### config.mk
export PLATFORM = sky130hd
export DESIGN_NAME = sync_rx_master
export DESIGN_NICKNAME = d
export VERILOG_FILES = /design/src/rtl/sync_rx_pkg.sv /design/src/rtl/sync_rx_baud.sv /design/src/rtl/sync_rx_ctrl.sv /design/src/rtl/sync_rx_shift.sv /design/src/rtl/sync_rx_master.sv
export SDC_FILE = /design/constraint.sdc
export NUM_CORES = 1
export LEC_CHECK = 0
export ABC_AREA = 0
export CAP_MARGIN = 40
export CORE_ASPECT_RATIO = 1.2
export CORE_MARGIN = 3
export CORE_UTILIZATION = 50
export CTS_CLUSTER_DIAMETER = 100
export DETAILED_ROUTE_END_ITERATION = 10
export GPL_ROUTABILITY_DRIVEN = 0
export PLACE_DENSITY = 0.75
export SLEW_MARGIN = 20
export SYNTH_ARGS = -nofsm -noshare
export SYNTH_HDL_FRONTEND = slang
export SYNTH_SLANG_ARGS = --single-unit
### constraint.sdc
create_clock -name clk_i -period 4.66 [get_ports clk_i]
set_input_delay 0.932 -clock clk_i [delete_from_list [all_inputs] [get_ports clk_i]]
set_output_delay 0.932 -clock clk_i [all_outputs]
set_load 0.02 [all_outputs]
### src/rtl/sync_rx_pkg.sv
package sync_rx_pkg;
  localparam int unsigned MAX_BITS = 9;
  localparam int unsigned IDX_W    = $clog2(MAX_BITS);
  typedef logic [MAX_BITS-1:0] char_t;
  typedef logic [IDX_W-1:0]    idx_t;
endpackage

### src/rtl/sync_rx_baud.sv
module sync_rx_baud #(
  parameter int unsigned BAUD_W = 8
) (
  input  logic              clk_i,
  input  logic              rst_ni,
  input  logic              clr_i,
  input  logic              hold_i,
  input  logic [BAUD_W-1:0] baud_i,
  output logic              tick_o
);
  logic [BAUD_W-1:0] cnt_q;
  logic              at_end;

  assign at_end = (cnt_q >= baud_i);
  assign tick_o = !clr_i && !hold_i && at_end;

  always_ff @(posedge clk_i or negedge rst_ni) begin
    if (!rst_ni)      cnt_q <= '0;
    else if (clr_i)   cnt_q <= '0;
    else if (!hold_i) cnt_q <= at_end ? '0 : cnt_q + 1'b1;
  end
endmodule

### src/rtl/sync_rx_ctrl.sv
module sync_rx_ctrl
  import sync_rx_pkg::*;
(
  input  logic clk_i,
  input  logic rst_ni,
  input  logic port_en_i,
  input  logic single_set_i,
  input  logic cont_en_i,
  input  logic nine_bit_i,
  input  logic overrun_i,
  input  logic tick_i,
  output logic abort_o,
  output logic hold_o,
  output logic sclk_o,
  output logic sample_o,
  output logic last_o,
  output idx_t idx_o,
  output logic single_busy_o
);
  logic single_q, cont_q, sclk_q;
  idx_t idx_q;
  logic go, cont_fall;
  idx_t last_idx;

  assign last_idx  = nine_bit_i ? idx_t'(MAX_BITS - 1) : idx_t'(MAX_BITS - 2);
  assign go        = port_en_i && (single_q || cont_en_i);
  assign cont_fall = cont_q && !cont_en_i;
  assign abort_o   = !go || cont_fall;
  assign hold_o    = overrun_i;
  assign sample_o  = tick_i && sclk_q && !abort_o;
  assign last_o    = (idx_q == last_idx);

  always_ff @(posedge clk_i or negedge rst_ni) begin
    if (!rst_ni) begin
      single_q <= 1'b0;
      cont_q   <= 1'b0;
      sclk_q   <= 1'b0;
      idx_q    <= '0;
    end else if (!port_en_i) begin
      single_q <= 1'b0;
      cont_q   <= 1'b0;
      sclk_q   <= 1'b0;
      idx_q    <= '0;
    end else begin
      cont_q <= cont_en_i;
      if (abort_o) begin
        sclk_q <= 1'b0;
        idx_q  <= '0;
      end else if (tick_i) begin
        sclk_q <= !sclk_q;
        if (sclk_q) begin
          if (last_o) idx_q <= '0;
          else        idx_q <= idx_q + 1'b1;
        end
      end
      // set request wins over completion in the same cycle
      if (single_set_i)          single_q <= 1'b1;
      else if (sample_o && last_o) single_q <= 1'b0;
    end
  end

  assign sclk_o        = sclk_q;
  assign idx_o         = idx_q;
  assign single_busy_o = single_q;
endmodule

### src/rtl/sync_rx_shift.sv
module sync_rx_shift
  import sync_rx_pkg::*;
(
  input  logic  clk_i,
  input  logic  rst_ni,
  input  logic  clr_i,
  input  logic  sample_i,
  input  logic  last_i,
  input  idx_t  idx_i,
  input  logic  bit_i,
  input  logic  nine_bit_i,
  output logic  push_o,
  output char_t char_o
);
  char_t shreg_q, word, char_q;
  logic  push_q;

  always_comb begin
    word = shreg_q;
    word[idx_i] = bit_i;
    if (!nine_bit_i) word[MAX_BITS-1] = 1'b0;
  end

  always_ff @(posedge clk_i or negedge rst_ni) begin
    if (!rst_ni) begin
      shreg_q <= '0;
      char_q  <= '0;
      push_q  <= 1'b0;
    end else if (clr_i) begin
      shreg_q <= '0;
      char_q  <= '0;
      push_q  <= 1'b0;
    end else begin
      push_q <= sample_i && last_i;
      if (sample_i) shreg_q <= word;
      if (sample_i && last_i) char_q <= word;
    end
  end

  assign push_o = push_q;
  assign char_o = char_q;
endmodule

### src/rtl/sync_rx_master.sv
module sync_rx_master
  import sync_rx_pkg::*;
#(
  parameter int unsigned BAUD_W = 8
) (
  input  logic              clk_i,
  input  logic              rst_ni,
  input  logic              port_en_i,
  input  logic              single_set_i,
  input  logic              cont_en_i,
  input  logic              nine_bit_i,
  input  logic [BAUD_W-1:0] baud_i,
  input  logic              overrun_i,
  input  logic              data_i,
  input  logic              pin_oe_i,
  output logic              clk_o,
  output logic              data_oe_o,
  output logic              single_busy_o,
  output logic              push_o,
  output logic [8:0]        char_o
);
  logic abort, hold, tick, sample, last;
  idx_t idx;
  char_t chr;

  sync_rx_baud #(.BAUD_W(BAUD_W)) u_baud (
    .clk_i  (clk_i),
    .rst_ni (rst_ni),
    .clr_i  (abort),
    .hold_i (hold),
    .baud_i (baud_i),
    .tick_o (tick)
  );

  sync_rx_ctrl u_ctrl (
    .clk_i         (clk_i),
    .rst_ni        (rst_ni),
    .port_en_i     (port_en_i),
    .single_set_i  (single_set_i),
    .cont_en_i     (cont_en_i),
    .nine_bit_i    (nine_bit_i),
    .overrun_i     (overrun_i),
    .tick_i        (tick),
    .abort_o       (abort),
    .hold_o        (hold),
    .sclk_o        (clk_o),
    .sample_o      (sample),
    .last_o        (last),
    .idx_o         (idx),
    .single_busy_o (single_busy_o)
  );

  sync_rx_shift u_shift (
    .clk_i      (clk_i),
    .rst_ni     (rst_ni),
    .clr_i      (!port_en_i),
    .sample_i   (sample),
    .last_i     (last),
    .idx_i      (idx),
    .bit_i      (data_i),
    .nine_bit_i (nine_bit_i),
    .push_o     (push_o),
    .char_o     (chr)
  );

  assign char_o    = chr;
  // receive owns the data pin: driver off while the port is enabled
  assign data_oe_o = pin_oe_i && !port_en_i;
endmodule

* Word-level counts from Yosys, hierarchy flattened
Cells that the tools add are included.
** Operators by class
- Add/sub/neg operators :: 2
- Magnitude comparators :: 3
- Eq/ne operators :: 7
- Multiplexer cells :: 25
- Reductions and logical operators :: 18
** Operators with widths (number)
- $mux W9 :: 4
- $mux W4 :: 6
- $mux W8 :: 3
- $mux W1 :: 10
- $bwmux W9 :: 1
- $logic_and A1 B1 Y1 :: 9
- $ne A3 B1 Y1 const B :: 3
- $add A8 B1 Y8 const B :: 1
- $ge A8 B8 Y1 :: 1
- $logic_not A1 Y1 :: 6
- $ne A2 B1 Y1 const B :: 3
- $lt A4 B5 Y1 const B :: 1
- $add A4 B1 Y4 const B :: 1
- $demux W1 S4 :: 1
- $eq A4 B4 Y1 :: 1
- $ge A4 B1 Y1 const B :: 1
- $logic_or A1 B1 Y1 :: 2
- $reduce_and A2 Y1 :: 1
** Storage, ports and cells
- Register bits after elaboration :: 34
- Input bits :: 17
- Logic and storage cells :: 63

* Logic depth before layout (Yosys ltp)
Gate-level depths: netlist of the first run.
- Depth after elaboration :: 13
- Depth in mapped cells :: 8
- Gate-level depth less buffers :: 7

* Cells and area by module
From an unflattened synthesis of the first run, not the netlist that was laid out.
** Unflattened totals
- Cells, all modules :: 216
- Area, all modules :: 2168.3 sq um
** By module, submodules not included
- sync_rx_shift :: times used 1, cells each 106, area an instance 1101.1 sq um, seq. area each 475.5 sq um
- sync_rx_baud :: times used 1, cells each 69, area an instance 661.9 sq um, seq. area each 200.2 sq um
- sync_rx_ctrl :: times used 1, cells each 39, area an instance 395.4 sq um, seq. area each 175.2 sq um
- sync_rx_master :: times used 1, cells each 2, area an instance 10.0 sq um, seq. area each 0.0 sq um

* Worst setup path before layout of the first run
OpenSTA, ideal clock, no wires.
- Kind :: input-to-reg
- Start :: input port baud_i[0]
- End :: register u_baud.cnt_q[7]
- Setup time :: 0.087 ns
- Data arrival time :: 2.635 ns
- Data required time :: 4.573 ns
- Setup slack :: 1.938 ns
- Stages on the path :: 6
- Cell sequence :: ha_1 nand2b_4 a2111o_1 a2111o_1 or3_1 o211ai_1
** On the way
- Word-level cells in the longest chain between the ends :: 4
** RTL lines
- from (decl) :: line sync_rx_master.sv:12 : input logic [BAUD_W-1:0] baud_i,
- $ge A8 B8 Y1 :: line sync_rx_baud.sv:14 : assign at_end = (cnt_q >= baud_i);
- $mux W8 (2 in a row) :: line sync_rx_baud.sv:20 : else if (!hold_i) cnt_q <= at_end ? '0 : cnt_q + 1'b1;
- $mux W8 :: line sync_rx_baud.sv:19 : else if (clr_i) cnt_q <= '0;
- to (signal assigned) :: line sync_rx_baud.sv:20
- to (decl) :: line sync_rx_baud.sv:11 : logic [BAUD_W-1:0] cnt_q;
No other way between the ends. The select of a mux whose other input is x is not followed.
A chain may end at the register's enable or synchronous reset.

* Final worst setup path of the first run
- Start :: input port port_en_i
- End :: output port data_oe_o
** On the way
- Word-level cells in the longest chain between the ends :: 2
** RTL lines
- from (decl) :: line sync_rx_master.sv:8 : input logic port_en_i,
- $logic_not A1 Y1
- $logic_and A1 B1 Y1 :: line sync_rx_master.sv:68 : assign data_oe_o = pin_oe_i && !port_en_i;
- to (decl) :: line sync_rx_master.sv:17 : output logic data_oe_o,
No other way between the ends.

==> results of run 1 <==
==> worst max-delay path by stage <==
stage                     slack, ns                          end       from  cells after the start
after floorplan                1.94  u_baud.cnt_q[7]$_DFFE_PN0P_  baud_i[0]                      6
after CTS                      1.49                    data_oe_o  port_en_i                      3
after detailed placement       1.39  u_baud.cnt_q[7]$_DFFE_PN0P_  baud_i[0]                      7
after global placement         1.46  u_baud.cnt_q[7]$_DFFE_PN0P_  baud_i[0]                      7
after global routing           1.44                    data_oe_o  port_en_i                      3
final                          1.50                    data_oe_o  port_en_i                      3
==> where the power goes <==
part | internal (mW) | switching (mW)
sequential | 0.297 | 0.00186
clock | 0.149 | 0.105
combinational | 0.0250 | 0.0277
==> stage by stage <==
stage	std cells	setup WS (ns)	hold slack, ns	total power [mW]	instance area (sq um)
floorplan	213	1.938	0.5089	0.3289	2011
CTS	293	1.490	0.5511	0.6142	2452
global route	293	1.443	0.5593	0.6315	2452
detailed placement	285	1.394	0.5391	0.3584	2342
global placement	285	1.458	0.5342	0.3568	2342
finish	293	1.496	0.5443	0.6062	2452
==> worst reg2reg max path, cell delays in order (launching register included) <==
cell and delay [ns]:
dfrtp_1 0.41, inv_1 0.06, ha_1 0.27, nand2b_4 0.14, a2111o_1 0.43, a2111o_1 0.50
or3_1 0.38, o211ai_1 0.08
==> registers in the layout, indices dropped and copies added, names as in the netlist <==
register              flops
u_ctrl.cont_q             1
u_ctrl.sclk_o             1
u_ctrl.idx_o              4
u_shift.shreg_q           9
u_shift.char_o            9
u_shift.push_o            1
u_ctrl.single_busy_o      1
u_baud.cnt_q              8
==> layout make-up <==
cell class,instances,area [sq um],area share
Clock buffer,8,110.1,0.04490
Inverter,15,56.30,0.02296
Tap cell,52,65.06,0.02653
Multi-Input combinational cell,152,1057,0.4311
Timing Repair Buffer,32,312.8,0.1276
Sequential cell,34,850.8,0.3469
==> synthesized netlist by cell type, drive strengths merged, types with 5 or more instances <==
library cell and instances:
nand3 8, clkbuf 11, mux2i 10, a211oi 8, nand3b 5, ha 13, or3 5, a31oi 10
o21ai 9, a311oi 8, inv 14, a21oi 15, nor2 8, dfrtp 34, nand2 19
==> logic make-up (layout without fill, tap and decap cells) <==
family | after synthesis | in the layout | share of synthesized area
AND/OR/NAND/NOR | 62 | 62 | 0.1643
XOR/XNOR | 1 | 1 | 0.004357
buffers and inverters | 27 | 55 | 0.05102
AO/OA/AOI/OAI | 65 | 65 | 0.2209
adder cells (fa/ha/maj) | 13 | 13 | 0.08090
multiplexers | 11 | 11 | 0.05538
flip-flops | 34 | 34 | 0.4232
==> layer usage <==
layer / part of all wire / up-vias / GRT usage / routed length, um
li1: - / 846 / - / -
met1: 0.43 / 860 / 0.2276 / 1954
met2: 0.53 / 31 / 0.4018 / 2413
met3: 0.035 / 5 / 0.04572 / 161
met4: 0.013 / 0 / 0.06475 / 61
met5: 0 / - / 0 / 0
==> metrics.txt, run 1 <==
Antenna Violating Nets Remaining=0; largest net degree at the start of global routing=35; Layout Nets=270; Filler Cell Count=340; outcome=completed; worst r2r src=u_baud.cnt_q[0]$_DFFE_PN0P_; initial core utilization=0.5357; Syn Nets=between 200 and 250; most common cell after layout, fill and taps aside=dfrtp_1; CP most frequent cell=clkdlybuf4s50_1; cells on worst reg2reg path=7; final setup fails=0; Root Buffer=clkbuf_8; Die Y=about 75 um; crit path capture type=output pin; Rows=24; Vias/cell=roughly 6; num ports=30; DR pass1 iterations=4; first-pass GRT wire length=approximately 7700 um; Die Footprint=roughly 0.0048 sq mm; Worst-path clk slew=0.07 ns; post-synthesis register bit count=34; worst hold endpoint=u_shift.char_o[8]$_DFFE_PN0P_; fraction of layout cells with a size suffix above 1=0.07054; sequential share of the synthesized area=0.4231; crit path time final=roughly 3.2 ns; initial antenna violation count=0; final core utilization=0.6533; EDFF count, synth=0; Pwr Density=between 200 and 250 mW/mm^2; critical-path cell list=clkdlybuf4s50_1 > nor2b_1 > clkdlybuf4s50_1; top post-synthesis cells by area=dfrtp_1, ha_1, mux2i_1; Synth Instances=213; drt total wl=roughly 4600 um; Fin Clk Skew=roughly 0.0027 ns; Hold Path Depth=2; GRT overflow=0; total negative setup slack=0 ns; H-tree depth=2; Die Wd=about 64 um; P&R area growth vs syn=21.97%; commonest non-fill, non-tap cells in the layout=dfrtp_1, clkdlybuf4s50_1, nand2_1; crit path kind=primary input to output pin; CORE AREA=around 0.0038 sq mm; max-slew violation count=0; Top Family by Delay on Critical Path=buffers and inverters; Top FF cell, synth=dfrtp_1; area leader, netlist=dfrtp_1; Post-synth ARST share=1.000; ant diodes=0; Hold WC Path Type=register to register; CP Launch Type=primary input; Peak Freq=316.1 MHz; final hold vios=0; CP Max Fanout=9; WL per Instance=~16 um; Total Routing Usage GR=0.2079; Yosys Warn Count=0; TritonCTS Buffers=5; Worst-Skew Late Latency=0.28 ns; CP arrival=2.23 ns; crit path buf inv count=2; Leak=around 1.1 nW; Period Utilization, post-route=0.6789; Slew @ Worst Pin=around 0.77 ns; clk buf depth=2; worst endpoint required time=3.73 ns; Max-cap violations=0; max incr delay on CP=approximately 0.6 ns; vias in the first global route=1691; hold_sp=u_shift.char_o[8]$_DFFE_PN0P_; RSZ-0062 raised after global routing=no; hpwl dp=3265 um; CTS tree=yes; top cell type's share of synthesized area=0.4231; CTS resizes=0; worst vdd ir=roughly 0.23 mV; r2r endpoint=u_baud.cnt_q[7]$_DFFE_PN0P_; post-CTS setup buffer count=0; Yosys cell types=40; FF-to-FF setup slack=2.30 ns; drt drc=0; Clock Sink Count=34; Post-CTS Hold Buffers=0; slew margin rel.=0.4855; synthesized area per cell=roughly 9.4 sq um; Via Count=around 1700; IO buf count=29; Slowest-stage cell, CP=clkdlybuf4s50_1; cell area after synthesis=0.002011 sq mm; initial DRC count=53
No activity file was read; power rests on OpenSTA's default activity.
==> inputs of run 2 (changes only) <==
- CORE_UTILIZATION: 50 -> 49
- PLACE_DENSITY: 0.75 -> 0.76
- clock period: 4.66 -> 2.6 ns (I/O delays scaled with it)
==> metrics.txt, run 2 (synthesis results as in run 1) <==
outcome=completed; CP Max Fanout=5; hpwl dp=3260 um; drt drc=0; num ports=30; Worst-path clk slew=about 0.07 ns; CTS resizes=0; RSZ-0062 raised after global routing=no; TritonCTS Buffers=5; commonest non-fill, non-tap cells in the layout=dfrtp_1, clkdlybuf4s50_1, nand2_1; worst vdd ir=between 0.3 and 0.4 mV; fraction of layout cells with a size suffix above 1=0.08537; pre-CTS WS=-0.1703 ns; Rows=24; final core utilization=0.6564; total negative setup slack=0 ns; drt total wl=4524 um; largest net degree at the start of global routing=35; Clock Sink Count=34; crit path kind=primary input to register; Leak=1.087 nW; GRT overflow=0; slack of the critical path=0.1332 ns; Hold WC Path Type=register to register; CP arrival=about 2.7 ns; final setup fails=0; DR pass1 iterations=4; most common cell after layout, fill and taps aside=dfrtp_1; Peak Freq=between 400 and 500 MHz; P&R area growth vs syn=23.52%; clk buf depth=2; Slew @ Worst Pin=0.5236 ns; initial core utilization=0.5314; crit path capture type=register; CP Launch Type=primary input; post-CTS setup buffer count=0; worst endpoint required time=around 2.8 ns; slew margin rel.=0.6496; Layout Nets=275; max-slew violation count=0; H-tree depth=2; first-pass GRT wire length=around 8000 um; Via Count=roughly 1700; vias in the first global route=1768; Antenna Violating Nets Remaining=0; Post-CTS Hold Buffers=0; Period Utilization, post-route=0.9488; Worst-Skew Late Latency=between 0.2 and 0.3 ns; initial DRC count=between 70 and 80; Fin Clk Skew=0.005758 ns; final hold vios=0; Vias/cell=5.852; ant diodes=0; Total Routing Usage GR=0.2008; IO buf count=29; Die Y=76.17 um; Pwr Density=roughly 420 mW/mm^2; Die Footprint=just under 0.005 sq mm; crit path time final=2.467 ns; Max-cap violations=0; CORE AREA=between 0.003 and 0.004 sq mm; initial antenna violation count=0; CTS tree=yes; Die Wd=approximately 64 um; WL per Instance=15.18 um; Root Buffer=clkbuf_8
-- run 2: changes by cell type in the layout (fill, tap and decap cells not counted), sizes merged --
cell | previous run | this run
buf | 3 | 8
clkbuf | 8 | 7
clkinv | 1 | 2
-- run 2: layout make-up --
type,instances,area [sq um]
clock buffers,7,86.33
fillers,331,1300
clock inverters,1,5.005
well taps,52,65.06
inverters,15,56.30
repair buffers,37,362.8
multi-input cells,152,1057
flip-flops and latches,34,850.8
-- run 2: worst paths after layout --
path                                          startpoint                        endpoint  slack, ns  cells after the start
max                                            baud_i[0]     u_baud.cnt_q[4]$_DFFE_PN0P_       0.13                      8
min                        u_shift.char_o[8]$_DFFE_PN0P_   u_shift.char_o[8]$_DFFE_PN0P_       0.54                      2
max reg2reg                  u_baud.cnt_q[0]$_DFFE_PN0P_     u_baud.cnt_q[4]$_DFFE_PN0P_       0.33                      8
min reg2reg                u_shift.char_o[8]$_DFFE_PN0P_   u_shift.char_o[8]$_DFFE_PN0P_       0.54                      2
max in group asynchronous                         rst_ni  u_shift.shreg_q[7]$_DFFE_PN0P_       1.65                      2
min in group asynchronous                         rst_ni     u_baud.cnt_q[6]$_DFFE_PN0P_       0.64                      2
-- run 2: stage by stage --
stage                     std cells  power [mW]  cell area [sq um]  hold WS (ns)
after CTS                       298       1.048               2484        0.5470
after floorplan                 213      0.5895               2011        0.2244
after detailed placement        290      0.6456               2392        0.5346
after global placement          290      0.6431               2392        0.5350
after global routing            298       1.083               2484        0.6009
final                           298       1.039               2484        0.5382
-- run 2: per-layer routing --
metal  track usage  up-vias  share of wire
met5             0        -              0
met4       0.06131        0          0.011
met3       0.04867        6          0.042
met2        0.3461       48           0.52
met1        0.2445      839           0.43
li1              -      851              -
-- run 2: critical path, stage by stage --
cell	delay, ns
clkdlybuf4s50_1	0.41
ha_1	0.29
nand2b_4	0.13
a2111o_1	0.43
a2111o_1	0.44
buf_4	0.18
nor3_1	0.18
a211o_1	0.12
-- run 2: report_power, final --
part	total (mW)	internal [mW]	switching (mW)
clock	0.405	0.214	0.192
combinational	0.0975	0.0482	0.0493
sequential	0.536	0.533	0.00337
total	1.04	0.794	0.244
